**src/rtl/sio_pkg.sv**
```systemverilog
package sio_pkg;
  localparam int DATA_W = 8;
  localparam int ADDR_W = 4;

  localparam logic [ADDR_W-1:0] OFS_MODE = 4'h1;
  localparam logic [ADDR_W-1:0] OFS_STAT = 4'h3;
  localparam logic [ADDR_W-1:0] OFS_CMD  = 4'h5;
  localparam logic [ADDR_W-1:0] OFS_DATA = 4'h7;
  localparam logic [ADDR_W-1:0] OFS_AUX  = 4'h9;
  localparam logic [ADDR_W-1:0] OFS_IRQ  = 4'hB;

  // status bit positions
  localparam int ST_RXRDY = 0;
  localparam int ST_TXRDY = 2;
  localparam int ST_OVR   = 4;

  typedef enum logic [2:0] {
    MISC_NONE  = 3'd0,
    MISC_PTR   = 3'd1,
    MISC_RXRST = 3'd2,
    MISC_TXRST = 3'd3,
    MISC_ERR   = 3'd4
  } misc_e;

  typedef enum logic [2:0] {
    RSEL_NONE,
    RSEL_MODE,
    RSEL_STAT,
    RSEL_DATA,
    RSEL_AUX,
    RSEL_IRQ
  } rsel_e;

  typedef struct packed {
    logic modeAcc;
    logic modeWr;
    logic clkWr;
    logic txWr;
    logic rxRd;
    logic auxWr;
    logic irqWr;
    logic ptrRst;
    logic rxRst;
    logic txRst;
    logic errRst;
    logic rxOn;
    logic rxOff;
    logic txOn;
    logic txOff;
  } strobe_t;
endpackage

```
**src/rtl/sio_ctrl.sv**
```systemverilog
module sio_ctrl
  import sio_pkg::*;
#(
  parameter int ADDR_W_P = ADDR_W
) (
  input  logic                busCs,
  input  logic                busRd,
  input  logic                busWr,
  input  logic [ADDR_W_P-1:0] busAddr,
  input  logic [6:0]          cmdBits,
  output strobe_t             stb,
  output rsel_e               rdSel
);
  localparam int NUM_MISC = 5;

  logic wrEn;
  logic rdEn;
  logic cmdWr;
  logic [2:0] miscField;
  logic [NUM_MISC-1:0] miscHit;

  assign wrEn      = busCs & busWr;
  assign rdEn      = busCs & busRd & ~busWr;
  assign cmdWr     = wrEn & (busAddr == OFS_CMD);
  assign miscField = cmdBits[6:4];

  // one-hot decode of the miscellaneous command field
  for (genvar i = 0; i < NUM_MISC; i++) begin : g_misc
    assign miscHit[i] = cmdWr & (miscField == 3'(i));
  end

  always_comb begin
    stb         = '0;
    stb.modeAcc = (wrEn | rdEn) & (busAddr == OFS_MODE);
    stb.modeWr  = wrEn & (busAddr == OFS_MODE);
    stb.clkWr   = wrEn & (busAddr == OFS_STAT);
    stb.txWr    = wrEn & (busAddr == OFS_DATA);
    stb.rxRd    = rdEn & (busAddr == OFS_DATA);
    stb.auxWr   = wrEn & (busAddr == OFS_AUX);
    stb.irqWr   = wrEn & (busAddr == OFS_IRQ);
    stb.ptrRst  = miscHit[MISC_PTR];
    stb.rxRst   = miscHit[MISC_RXRST];
    stb.txRst   = miscHit[MISC_TXRST];
    stb.errRst  = miscHit[MISC_ERR];
    stb.rxOn    = cmdWr & cmdBits[0];
    stb.rxOff   = cmdWr & cmdBits[1];
    stb.txOn    = cmdWr & cmdBits[2];
    stb.txOff   = cmdWr & cmdBits[3];
  end

  always_comb begin
    rdSel = RSEL_NONE;
    if (rdEn) begin
      unique case (busAddr)
        OFS_MODE: rdSel = RSEL_MODE;
        OFS_STAT: rdSel = RSEL_STAT;
        OFS_DATA: rdSel = RSEL_DATA;
        OFS_AUX:  rdSel = RSEL_AUX;
        OFS_IRQ:  rdSel = RSEL_IRQ;
        default:  rdSel = RSEL_NONE;
      endcase
    end
  end
endmodule

```
**src/rtl/sio_dpath.sv**
```systemverilog
module sio_dpath
  import sio_pkg::*;
#(
  parameter int DATA_W_P = DATA_W
) (
  input  logic                clk,
  input  logic                rstN,
  input  strobe_t             stb,
  input  rsel_e               rdSel,
  input  logic [DATA_W_P-1:0] busWdata,
  output logic [DATA_W_P-1:0] busRdata,
  output logic [DATA_W_P-1:0] txData,
  output logic                txValid,
  input  logic                txReady,
  input  logic [DATA_W_P-1:0] rxData,
  input  logic                rxValid,
  output logic [DATA_W_P-1:0] modeCfg1,
  output logic [DATA_W_P-1:0] modeCfg2,
  output logic [DATA_W_P-1:0] clkSel,
  output logic [DATA_W_P-1:0] auxCtrl,
  output logic [DATA_W_P-1:0] irqMask,
  output logic                rxEnable,
  output logic                txEnable,
  output logic [DATA_W_P-1:0] statusWord,
  output logic                modePtr
);
  logic [DATA_W_P-1:0] txHold;
  logic [DATA_W_P-1:0] rxHold;
  logic txRdy;
  logic rxRdy;
  logic ovr;
  logic newByte;
  logic txLoad;
  logic txDone;

  assign newByte = rxValid & rxEnable & ~stb.rxRst;
  assign txLoad  = stb.txWr & txRdy;
  assign txValid = txEnable & ~txRdy;
  assign txDone  = txValid & txReady;
  assign txData  = txHold;

  // mode registers behind one offset
  always_ff @(posedge clk) begin
    if (!rstN) begin
      modeCfg1 <= '0;
      modeCfg2 <= '0;
      modePtr  <= 1'b0;
    end else begin
      if (stb.modeWr && !modePtr) modeCfg1 <= busWdata;
      if (stb.modeWr && modePtr)  modeCfg2 <= busWdata;
      if (stb.ptrRst)       modePtr <= 1'b0;
      else if (stb.modeAcc) modePtr <= 1'b1;
    end
  end

  // plain configuration bytes
  always_ff @(posedge clk) begin
    if (!rstN) begin
      clkSel  <= '0;
      auxCtrl <= '0;
      irqMask <= '0;
    end else begin
      if (stb.clkWr) clkSel  <= busWdata;
      if (stb.auxWr) auxCtrl <= busWdata;
      if (stb.irqWr) irqMask <= busWdata;
    end
  end

  // side enables
  always_ff @(posedge clk) begin
    if (!rstN) begin
      rxEnable <= 1'b0;
      txEnable <= 1'b0;
    end else begin
      if (stb.rxOff)     rxEnable <= 1'b0;
      else if (stb.rxOn) rxEnable <= 1'b1;
      if (stb.txOff)     txEnable <= 1'b0;
      else if (stb.txOn) txEnable <= 1'b1;
    end
  end

  // transmit holding
  always_ff @(posedge clk) begin
    if (!rstN) begin
      txHold <= '0;
      txRdy  <= 1'b1;
    end else if (stb.txRst) begin
      txHold <= '0;
      txRdy  <= 1'b1;
    end else if (txLoad) begin
      txHold <= busWdata;
      txRdy  <= 1'b0;
    end else if (txDone) begin
      txRdy  <= 1'b1;
    end
  end

  // receive holding and overrun
  always_ff @(posedge clk) begin
    if (!rstN) begin
      rxHold <= '0;
      rxRdy  <= 1'b0;
      ovr    <= 1'b0;
    end else begin
      if (stb.rxRst) begin
        rxHold <= '0;
        rxRdy  <= 1'b0;
      end else if (newByte) begin
        rxHold <= rxData;
        rxRdy  <= 1'b1;
      end else if (stb.rxRd) begin
        rxRdy  <= 1'b0;
      end
      if (newByte && rxRdy && !stb.rxRd) ovr <= 1'b1;
      else if (stb.errRst)                ovr <= 1'b0;
    end
  end

  always_comb begin
    statusWord           = '0;
    statusWord[ST_RXRDY] = rxRdy;
    statusWord[ST_TXRDY] = txRdy;
    statusWord[ST_OVR]   = ovr;
  end

  always_comb begin
    unique case (rdSel)
      RSEL_MODE: busRdata = modePtr ? modeCfg2 : modeCfg1;
      RSEL_STAT: busRdata = statusWord;
      RSEL_DATA: busRdata = rxHold;
      RSEL_AUX:  busRdata = auxCtrl;
      RSEL_IRQ:  busRdata = irqMask;
      default:   busRdata = '0;
    endcase
  end
endmodule

```
**src/rtl/sio_regfront.sv**
```systemverilog
module sio_regfront
  import sio_pkg::*;
#(
  parameter int DATA_W_P = DATA_W,
  parameter int ADDR_W_P = ADDR_W
) (
  input  logic                clk,
  input  logic                rstN,
  input  logic                busCs,
  input  logic                busRd,
  input  logic                busWr,
  input  logic [ADDR_W_P-1:0] busAddr,
  input  logic [DATA_W_P-1:0] busWdata,
  output logic [DATA_W_P-1:0] busRdata,
  output logic [DATA_W_P-1:0] txData,
  output logic                txValid,
  input  logic                txReady,
  input  logic [DATA_W_P-1:0] rxData,
  input  logic                rxValid,
  output logic [DATA_W_P-1:0] modeCfg1,
  output logic [DATA_W_P-1:0] modeCfg2,
  output logic [DATA_W_P-1:0] clkSel,
  output logic [DATA_W_P-1:0] auxCtrl,
  output logic [DATA_W_P-1:0] irqMask,
  output logic                rxEnable,
  output logic                txEnable
);
  strobe_t stb;
  rsel_e   rdSel;
  logic [DATA_W_P-1:0] statusWord;
  logic modePtr;

  sio_ctrl #(.ADDR_W_P(ADDR_W_P)) u_ctrl (
    .busCs   (busCs),
    .busRd   (busRd),
    .busWr   (busWr),
    .busAddr (busAddr),
    .cmdBits (busWdata[6:0]),
    .stb     (stb),
    .rdSel   (rdSel)
  );

  sio_dpath #(.DATA_W_P(DATA_W_P)) u_dpath (
    .clk        (clk),
    .rstN       (rstN),
    .stb        (stb),
    .rdSel      (rdSel),
    .busWdata   (busWdata),
    .busRdata   (busRdata),
    .txData     (txData),
    .txValid    (txValid),
    .txReady    (txReady),
    .rxData     (rxData),
    .rxValid    (rxValid),
    .modeCfg1   (modeCfg1),
    .modeCfg2   (modeCfg2),
    .clkSel     (clkSel),
    .auxCtrl    (auxCtrl),
    .irqMask    (irqMask),
    .rxEnable   (rxEnable),
    .txEnable   (txEnable),
    .statusWord (statusWord),
    .modePtr    (modePtr)
  );
endmodule

```
**config.mk**
```make
export PLATFORM = sky130hd
export DESIGN_NAME = sio_regfront
export DESIGN_NICKNAME = d
export VERILOG_FILES = /design/src/rtl/sio_pkg.sv /design/src/rtl/sio_ctrl.sv /design/src/rtl/sio_dpath.sv /design/src/rtl/sio_regfront.sv
export SDC_FILE = /design/constraint.sdc
export NUM_CORES = 1
export LEC_CHECK = 0
export BUFFER_PORTS_ARGS = -buffer_cell sky130_fd_sc_hd__buf_2
export CELL_PAD_IN_SITES_DETAIL_PLACEMENT = 1
export CELL_PAD_IN_SITES_GLOBAL_PLACEMENT = 2
export CORE_MARGIN = 3
export CORE_UTILIZATION = 32
export DETAILED_ROUTE_END_ITERATION = 8
export HOLD_SLACK_MARGIN = 0.05
export PLACE_DENSITY = 0.95
export SLEW_MARGIN = 20
export SYNTH_ARGS = -nofsm -noshare
export SYNTH_HDL_FRONTEND = slang
export SYNTH_SLANG_ARGS = --single-unit
export TNS_END_PERCENT = 20
```
**constraint.sdc**
```tcl
create_clock -name clk -period 2.6 [get_ports clk]
set_input_delay 0.39 -clock clk [delete_from_list [all_inputs] [get_ports clk]]
set_output_delay 0.39 -clock clk [all_outputs]
set_load 0.005 [all_outputs]
```
# --- After elaboration in Yosys (flattened, before gate mapping) ---
# Index checks and enable logic that the tools add are counted.
op_classes:
  mux: 10
  eq_ne: 15
  n_bitwise: 29
  n_reduce_logical: 14
op_table:
  columns: ["operator", "count"]
  rows:
  - ["$pmux 8 s5", 1]
  - ["$and 1x1->1", 24]
  - ["$pmux 3 s5", 1]
  - ["$eq 3x2->1 const B", 4]
  - ["$reduce_or 2->1", 5]
  - ["$eq 3x3->1 const B", 3]
  - ["$eq 4x3->1 const B", 2]
  - ["$eq 4x4->1 const B", 2]
  - ["$mux 8", 1]
  - ["$eq 3x1->1 const B", 2]
  - ["$mux 1", 6]
  - ["$reduce_bool 2->1", 3]
  - ["$eq 4x1->1 const B", 1]
  - ["$eq 4x2->1 const B", 1]
  - ["$logic_and 1x1->1", 4]
  - ["$not 1->1", 4]
  - ["$mux 3", 1]
  - ["$logic_not 1->1", 2]
  - ["$or 1x1->1", 1]
totals:
  register_bits: 62
  output_inout_bits: 59
  elab_cells: 81
  in_bits: 27

# --- Longest topological paths before layout ---
# Gate-level depths: netlist (run 1).
logic_depth:
  word_depth: 8
  ltp_mapped: 7
  depth_no_buf: 4

# --- Cells and area by module ---
# Synthesis (run 1) repeated with hierarchy kept, for this count alone.
unflattened:
  hier_cells: 314
  hier_area_um2: 2990.4
by_module_without_submodules:
  columns: ["mod", "cells_each", "area_each_um2", "seq_area_each_um2", "n_inst"]
  rows:
  - ["sio_dpath", 280, 2765.2, 1241.2, 1]
  - ["sio_ctrl", 34, 225.2, 0.0, 1]

# --- Least setup slack after synthesis (run 1) ---
# No wires, ideal clock.
synth_path:
  path_type: "input to output"
  from: "input busAddr[3]"
  to: "output busRdata[5]"
  cell_stages: 5
  slack_ps: 729
  n_path_buf: 2
  t_required_ps: 2210
  arrival_ps: 1481
  cell_sequence: "buf_4 > or4b_4 > buf_6 > o22ai_1 > a22o_1"
synth_via:
  elab_chain_len: 5
synth_lines:
  columns: ["element", "line", "rtl"]
  rows:
  - ["start, declared", "sio_regfront.sv:12", "input logic [ADDR_W_P-1:0] busAddr,"]
  - ["$eq 4x4->1 (tied with other cells)", "sio_ctrl.sv:54", "unique case (busAddr)"]
  - ["$pmux 3 s5 (*)", "sio_ctrl.sv:54", null]
  - ["$mux 3 (*)", "sio_ctrl.sv:53", "if (rdEn) begin"]
  - ["$eq 3x3->1 (tied with other cells)", "sio_dpath.sv:127", "unique case (rdSel)"]
  - ["$pmux 8 s5 (*)", "sio_dpath.sv:127", null]
  - ["end, declared", "sio_regfront.sv:14", "output logic [DATA_W_P-1:0] busRdata,"]
# Every way passes the cells marked *; elsewhere a longest branch is shown, timed or not.

# --- Worst setup path after layout (run 1) ---
layout_path:
  from: "register u_dpath.modePtr"
  to: "output busRdata[1]"
layout_via:
  elab_chain_len: 2
layout_lines:
  columns: ["element", "line", "rtl"]
  rows:
  - ["start, declared", "sio_dpath.sv:25", "output logic modePtr"]
  - ["start signal, assigned", "sio_dpath.sv:47", "modePtr <= 1'b0;"]
  - ["start signal, assigned", "sio_dpath.sv:51", "if (stb.ptrRst) modePtr <= 1'b0;"]
  - ["start signal, assigned", "sio_dpath.sv:52", "else if (stb.modeAcc) modePtr <= 1'b1;"]
  - ["$mux 8", "sio_dpath.sv:128", "RSEL_MODE: busRdata = modePtr ? modeCfg2 : modeCfg1;"]
  - ["$pmux 8 s5", "sio_dpath.sv:127", null]
# No other way between the ends.

==> results_dict.tcl, run 1 <==
set metrics [dict create \
    rsz0062_at_grt "false" \
    hold_viol 0 \
    grt_pass1_vias 2682 \
    finalInstanceArea_sq_um 3470 \
    startpoint_type "register" \
    placedCellCount 481 \
    fin_cells 497 \
    hpwl_mm 6.77 \
    crit_path_end_kind "output pin" \
    criticalPathCategory "reg -> out" \
    drv_slew 0 \
    cts_root_buffer "clkbuf_8" \
    status "finished, final reports clean" \
    grt_usage_pct 19.1 \
    max_cap_viol_count 0 \
    clock_path_buffers 2 \
    cts_max_level 3 \
    finalWeightedCongestion 0.819 \
    synth_edf_count 0 \
    via_per_inst 5.19 \
    die_h_um 98.4 \
    routedWlPerCell_um 18.7 \
    hp-class "in -> reg" \
    skew_ns 0.00374 \
    timing.reg2reg.setup_slack_ns 0.98 \
    cp.depth 4 \
    cpLargestDelayFamily "flip-flops" \
    synth_flop_cell "dfxtp_1" \
    vias 2579 \
    cts_resized 0 \
    drc 0 \
    cts-hold-fix-buffers 0 \
    synth_area_sq_um 2730 \
    yosys_warnings 0 \
    crit_buf_inv 1 \
    worstPathRequired_ns 2.21 \
    cts.sinks 62 \
    synth_area_leader_cell "dfxtp_1" \
    ys_seq_area_share_pct 45.4 \
    min_period_ns 2.39 \
    worstSkewPairLatency_ns 0.35 \
    async_flop_share_pct 0 \
    synth_xor_area_share_pct 0 \
    fin_setup_tns_ns 0 \
    cts_tree "done" \
    avgSynthCellArea_sq_um 9.05 \
    nets 414 \
    power_density_nw_per_um2 586 \
    antenna_cells 0 \
    vdd_ir_drop_max_mv 0.229 \
    grt_max_degree 44 \
    synth-compound-area-share_pct 13.6 \
    netlist_top_cells_area "dfxtp_1 45%, mux2i_1 19%, a21oi_1 5.3%" \
    drt_iter0_drc 78 \
    core_area_sq_um 8260 \
    pin_count 86 \
    numCtsBuffers 9 \
    yosys.area_share.simple_pct 18.3 \
    crit_start "u_dpath.modePtr" \
    layout-drive-gt1-share_pct 29.1 \
    cp_max_fo 11 \
    fmax_mhz 419 \
    die_w_um 98.4 \
    clkTransAtPathRegs_ns 0.07 \
    synth_top_area_share_pct 45.4 \
    yosys.cell_count.top_type "dfxtp_1" \
    synth.distinct_cells 39 \
    cpPeakStageDelay_ns 0.75 \
    die_area_sq_um 9680 \
    synthTopCellsByCount "62 x dfxtp_1, 51 x mux2i_1, 38 x nand2_1, 36 x nor2_1, 29 x a21oi_1" \
    r2r-end "u_dpath.modeCfg2[5]" \
    maxSlewHeadroom_pct 53.3 \
    cts_setup_buffers 0 \
    critPathArrivalTime_ns 2.00 \
    grt-ovfl-total 0 \
    worstMarginPinSlew_ns 0.696 \
    synthCells 302 \
    path_cells "mux2i_1 -> o22ai_1 -> a22o_1 -> buf_2" \
    muxShareOfSynthArea_pct 18.7 \
    reg2reg_from "u_dpath.modePtr" \
    placed_cell_area_sq_um 3250 \
    wl_mm 9.27 \
    grt_antenna_before_repair 0 \
    power.leakage_nw 1.48 \
    start_util_pct 33.1 \
    crit_slowest_cell "dfxtp_1" \
    endpoint "busRdata[1]" \
    holdWs_ns 0.276 \
    rr_worst_depth 3 \
    portBuffers 85 \
    period_share_pct 91.8 \
    synth_fa_ha_area_share_pct 0 \
    ant_nets 0 \
    grt_pass1_wl_mm 14.2 \
    ys_ff_latch 62 \
    synth_top_family_by_area "multiplexers" \
    syn_to_final_growth_pct 26.8 \
    dr.pass1.iters 4 \
    synth_nets 329 \
    row_count 33 \
    finalSetupViolations 0 \
    finalPower_mw 2.03 \
]
## state kept, by name, indices dropped and copies added, names as in the netlist
signal and cells:
u_dpath.clkSel 8, u_dpath.modePtr 1, u_dpath.rxRdy 1, u_dpath.irqMask 8, u_dpath.rxHold 8, u_dpath.rxEnable 1
u_dpath.txData 8, u_dpath.modeCfg1 8, u_dpath.auxCtrl 8, u_dpath.txRdy 1, u_dpath.ovr 1, u_dpath.txEnable 1
u_dpath.modeCfg2 8
## worst min-delay path, cell delays in order
cell,delay [ns]
buf_2,0.09
nand2_1,0.05
a21oi_1,0.05
## layout by cell type, fill, tap and decap left out, types with 3 or more instances in the layout
master and n:
o21ai_0 11, buf_2 85, nor2b_1 3, nor2_1 36, dfxtp_1 62, nand3_1 10, a21oi_1 29, buf_4 8
mux2i_1 51, nand2_1 38, a22o_1 5, o22ai_1 8, clkbuf_8 9
## final cells by class
type                            instances  area (sq um)
Fill cell                            1000          4790
Timing Repair Buffer                   93           485
Tap cell                              105           131
Inverter                                3          11.3
Multi-Input combinational cell        218          1380
Sequential cell                        62          1240
Clock inverter                          6          86.3
Clock buffer                           10           128
## logic make-up (layout without fill, tap and decap cells)
logic type             Yosys count  count (layout)
AND/OR/NAND/NOR                104             104
AO/OA/AOI/OAI                   63              63
flip-flops                      62              62
multiplexers                    51              51
buffers and inverters           22             112
## worst min path at each step
stage,endpoint,startpoint,cells after the start
after global routing,u_dpath.rxHold[1],rxData[1],3
after detailed placement,u_dpath.rxHold[3],u_dpath.rxHold[3],2
after floorplan,u_dpath.rxHold[0],u_dpath.rxHold[0],2
final,u_dpath.rxHold[1],rxData[1],3
after CTS,u_dpath.rxHold[5],rxData[5],3
after global placement,u_dpath.clkSel[5],u_dpath.clkSel[5],2
## power by group
part           total [mW]  leakage [nW]  internal (mW)  switching [mW]
logic               0.123         0.876         0.0411          0.0820
clock network       0.946         0.106          0.538           0.408
registers           0.960         0.500          0.955         0.00585
total                2.03          1.48           1.53           0.496
## through the flow
step,utilization [%],worst slack [ns]
2_1_floorplan,-,0.729
3_3_place_gp,39.4,0.535
3_5_place_dp,39.4,0.448
4_1_cts,42.0,0.190
5_1_grt,42.0,0.133
6_report,42.0,0.212
## routing by layer
| layer | global-route usage, % | up-vias | wire length [um] |
|---|---|---|---|
| li1 | - | 1236 | - |
| met1 | 24.5 | 1248 | 4070 |
| met4 | 6.62 | 0 | 173 |
| met5 | 0 | - | 0 |
| met2 | 31.3 | 80 | 4500 |
| met3 | 4.88 | 15 | 529 |
Power figures use the tool's default switching activity.
==> inputs of run 2 (changes only) <==
- CORE_MARGIN: 3 -> 1.5
==> run 2 against run 1 <==
Compared with the run above:
- final cell count unchanged
- hold slack better by 0.011 ns
- utilization decreased by 0.18 points
- first-iteration DRC count increased by 13%
- largest cell class unchanged
- global-route usage increased by 1.7 points
- highest routed layer unchanged
==> results_dict.tcl, run 2 (synthesis gave the netlist of run 1 again) <==
set metrics [dict create \
    status "finished, final reports clean" \
    grt_pass1_wl_mm 13.9 \
    portBuffers 85 \
    fmax_mhz 427 \
    cts.sinks 62 \
    grt_usage_pct 20.7 \
    layout-drive-gt1-share_pct 29.3 \
    criticalPathCategory "reg -> out" \
    maxSlewHeadroom_pct 52.2 \
    ant_nets 0 \
    fin_setup_tns_ns 0 \
    cts_resized 0 \
    dr.pass1.iters 4 \
    vias 2611 \
    skew_ns 0.00557 \
    numCtsBuffers 9 \
    crit_path_end_kind "output pin" \
    rsz0062_at_grt "false" \
    grt_pass1_vias 2617 \
    via_per_inst 5.25 \
    wl_mm 8.96 \
    max_cap_viol_count 0 \
    die_h_um 95.4 \
    vdd_ir_drop_max_mv 0.216 \
    worstMarginPinSlew_ns 0.712 \
    clkTransAtPathRegs_ns 0.07 \
    cts_root_buffer "clkbuf_8" \
    cts_tree "done" \
    worstPathRequired_ns 2.21 \
    row_count 33 \
    nets 414 \
    finalWeightedCongestion 0.832 \
    clock_path_buffers 2 \
    final_common_cell "buf_2" \
    min_period_ns 2.34 \
    period_share_pct 90.0 \
    grt_antenna_before_repair 0 \
    cts-hold-fix-buffers 0 \
    antenna_cells 0 \
    start_util_pct 33.1 \
    worstSkewPairLatency_ns 0.34 \
    holdWs_ns 0.287 \
    grt-ovfl-total 0 \
    critPathArrivalTime_ns 1.95 \
    hpwl_mm 6.62 \
    finalSetupViolations 0 \
    syn_to_final_growth_pct 26.3 \
    hp-class "in -> reg" \
    cp_max_fo 11 \
    drt_iter0_drc 88 \
    cts_max_level 3 \
    startpoint_type "register" \
    pin_count 86 \
    power.leakage_nw 1.48 \
    power_density_nw_per_um2 564 \
    die_area_sq_um 9100 \
    grt_max_degree 44 \
    core_area_sq_um 8260 \
    layout_common_cells "85 x buf_2, 62 x dfxtp_1, 51 x mux2i_1, 38 x nand2_1, 36 x nor2_1" \
    drc 0 \
    routedWlPerCell_um 18.0 \
    cts_setup_buffers 0 \
    finalPower_mw 1.94 \
    hold_viol 0 \
    die_w_um 95.4 \
    final_util_pct 41.8 \
    drv_slew 0 \
]
run 2: critical path: stages (launching register included):
cell,delay [ns]
dfxtp_1,0.74
mux2i_1,0.41
o22ai_1,0.14
a22o_1,0.20
buf_2,0.12
run 2: path summary, 6_finish.rpt:
check                                       start                   to  slack (ns)  depth (start not counted)
worst max-delay path              u_dpath.modePtr          busRdata[7]        0.26                          4
worst min-delay path                    rxData[7]    u_dpath.rxHold[7]        0.29                          3
worst max register to register    u_dpath.modePtr  u_dpath.modeCfg2[2]        0.96                          3
worst min register to register  u_dpath.rxHold[1]    u_dpath.rxHold[1]        0.46                          2
run 2: per-stage QoR:
step | area (sq um) | setup WS, ns | std cells
after floorplan | 2730 | 0.729 | 302
after global placement | 3250 | 0.626 | 481
after detailed placement | 3250 | 0.565 | 481
after CTS | 3450 | 0.270 | 497
after global routing | 3450 | 0.183 | 497
final | 3450 | 0.259 | 497
run 2: cell type report:
class | instances | area (sq um)
fillers | 1017 | 4810
multi-input cells | 218 | 1380
flip-flops and latches | 62 | 1240
repair buffers | 93 | 485
clock buffers | 10 | 138
well taps | 105 | 131
clock inverters | 6 | 61.3
inverters | 3 | 11.3
run 2: per-layer routing:
| metal | part of all wire (%) | track usage (%) | wire [um] |
|---|---|---|---|
| met1 | 45 | 27.0 | 4050 |
| met4 | 1.3 | 6.99 | 116 |
| met3 | 5.0 | 2.95 | 446 |
| met2 | 48 | 35.0 | 4340 |
| met5 | 0 | 0 | 0 |
run 2: where the power goes:
| part | internal (mW) | switching (mW) | total, mW |
|---|---|---|---|
| sequential | 0.955 | 0.00572 | 0.960 |
| combinational | 0.0416 | 0.0800 | 0.122 |
| clock | 0.465 | 0.398 | 0.863 |
==> inputs of run 3 (changes only) <==
- CORE_UTILIZATION: 32 -> 33
- SYNTH_HIERARCHICAL: not set -> 1
==> run 3 against run 2 <==
Compared with the run above:
- cell area rose by 5.2%
- wire length down 1.4%
- critical path depth up 5
- non-clock buffer count up 3
- clock-buffer cell count did not move
- die area is 3.7% higher
- sequential power hardly changed
- utilization increased by 0.24 points
- synthesized cell count is 0.99% higher
- area after synthesis grew 7.1%
- first-iteration DRC count down 33%
- critical endpoint is now busRdata[4]
- largest cell class unchanged
- largest power group unchanged
==> results_dict.tcl, run 3 <==
set metrics [dict create \
    clkTransAtPathRegs_ns 0.07 \
    cp_max_fo 7 \
    row_count 34 \
    grt_antenna_before_repair 0 \
    die_w_um 97.2 \
    maxSlewHeadroom_pct 60.5 \
    skew_ns 0.00540 \
    fin_cells 506 \
    hpwl_mm 6.42 \
    wl_mm 8.83 \
    critPathArrivalTime_ns 2.03 \
    ant_nets 0 \
    core_area_sq_um 8640 \
    status "finished, final reports clean" \
    crit_path_end_kind "output pin" \
    drt_iter0_drc 59 \
    dr.pass1.iters 4 \
    clock_path_buffers 2 \
    criticalPathCategory "in -> out" \
    pre_cts_ws_ns 0.209 \
    reg2reg_from "u_dpath/modePtr" \
    start_util_pct 33.9 \
    timing.final.ws_setup_ns 0.182 \
    max_cap_viol_count 0 \
    cts_resized 0 \
    synth_nets 332 \
    grt_max_degree 27 \
    layout_common_cells "85 x buf_2, 62 x dfxtp_1, 48 x mux2i_1, 33 x nor2b_1, 21 x nor2_1" \
    rr_worst_depth 4 \
    routedWlPerCell_um 17.5 \
    synth_area_sq_um 2930 \
    cpLargestDelayFamily "simple AND/OR/NAND/NOR gates" \
    grt_usage_pct 19.1 \
    hp-class "in -> reg" \
    nets 421 \
    num-fill-cells 1033 \
    fmax_mhz 414 \
    numCtsBuffers 9 \
    final_common_cell "buf_2" \
    rsz0062_at_grt "false" \
    cpPeakStageDelay_ns 0.29 \
    r2r-end "u_dpath/modeCfg1[6]" \
    hold_start "rxData[3]" \
    portBuffers 85 \
    startpoint_type "primary input" \
    power.leakage_nw 1.60 \
    crit_slowest_cell "a211o_1" \
    via_per_inst 5.05 \
    placed_cell_area_sq_um 3470 \
    hold_end "u_dpath/rxHold[3]" \
    cts-hold-fix-buffers 0 \
    drc 0 \
    die_area_sq_um 9440 \
    power_density_nw_per_um2 492 \
    hold_depth 3 \
    avgSynthCellArea_sq_um 9.60 \
    worstSkewPairLatency_ns 0.35 \
    fin_setup_tns_ns 0 \
    vias 2554 \
    die_h_um 97.2 \
    cts_max_level 3 \
    min_period_ns 2.42 \
    grt-ovfl-total 0 \
    timing.reg2reg.setup_slack_ns 1.07 \
    pin_count 86 \
    cts.sinks 62 \
    finalInstanceArea_sq_um 3630 \
    synthCells 305 \
    antenna_cells 0 \
    yosys_warnings 6 \
    cts_root_buffer "clkbuf_8" \
    crit_buf_inv 3 \
    vdd_ir_drop_max_mv 0.237 \
    worstMarginPinSlew_ns 0.592 \
    path_cells "buf_2 -> nand4b_1 -> or2_1 -> nor2_1 -> buf_4 -> nor2b_2 -> a22o_1 -> a211o_1 -> buf_2" \
    layout-drive-gt1-share_pct 31.7 \
    holdWs_ns 0.275 \
    worstPathRequired_ns 2.21 \
    cp_common_cell "buf_2" \
    grt_pass1_vias 2685 \
    finalSetupViolations 0 \
    cts_tree "done" \
    finalWeightedCongestion 0.812 \
    cts_setup_buffers 0 \
    grt_pass1_wl_mm 14.1 \
    syn_to_final_growth_pct 24.0 \
    placedCellCount 491 \
    drv_slew 0 \
    hold_viol 0 \
    period_share_pct 93.0 \
]
==> run 3: cell count changes in the layout (fill, tap and decap cells not counted), sizes merged, moves of 6 or more <==
cell,delta
nor2b,+31
a21oi,-20
nand2,-18
nor2,-15
a21boi,+8
o21ai,-8
mux2,+7
nor3,+7
o22ai,-7
nand2b,+6
==> run 3: tightest hold or removal path, stage by stage <==
cell	delay (ns)
buf_2	0.07
mux2i_1	0.05
nor2_1	0.07
==> run 3: worst max path at each step <==
stage / startpoint / end / slack (ns) / cells after the start
floorplan: busWr / busRdata[2] / 0.46 / 6
global placement: busWr / busRdata[2] / 0.24 / 9
detailed placement: busWr / busRdata[2] / 0.21 / 9
CTS: busWr / busRdata[2] / 0.20 / 9
global route: busWr / busRdata[4] / 0.10 / 9
finish: busWr / busRdata[4] / 0.18 / 9
==> run 3: routing by layer <==
layer / track usage, % / share of wire [%] / vias to the layer above / wire [um]
met5: 0 / 0 / - / 0
met4: 9.48 / 2.6 / 0 / 231
met3: 3.31 / 3.4 / 14 / 297
met2: 32.1 / 49 / 56 / 4330
met1: 23.7 / 45 / 1247 / 3970
li1: - / - / 1237 / -
==> run 3: where the power goes <==
| part | switching (mW) | leakage (nW) | total (mW) | internal, mW |
|---|---|---|---|---|
| clock | 0.375 | 0.0817 | 0.708 | 0.333 |
| combinational | 0.0699 | 1.01 | 0.118 | 0.0482 |
| sequential | 0.00446 | 0.500 | 0.960 | 0.955 |
==> run 3: area by class of cell <==
cell class              instances  area, sq um  area share [%]
clock buffers                  10          128            3.52
clock inverters                 5         27.5           0.758
inverters                       2         7.51           0.207
multi-input cells             223         1580            43.6
flip-flops and latches         62         1240            34.2
well taps                     108          135            3.72
repair buffers                 96          508            14.0
==> run 3: per-stage QoR <==
step	power [mW]	utilization [%]
2_1_floorplan	1.03	-
3_3_place_gp	1.10	40.2
3_5_place_dp	1.10	40.2
4_1_cts	1.81	42.0
5_1_grt	1.86	42.0
6_report	1.79	42.0
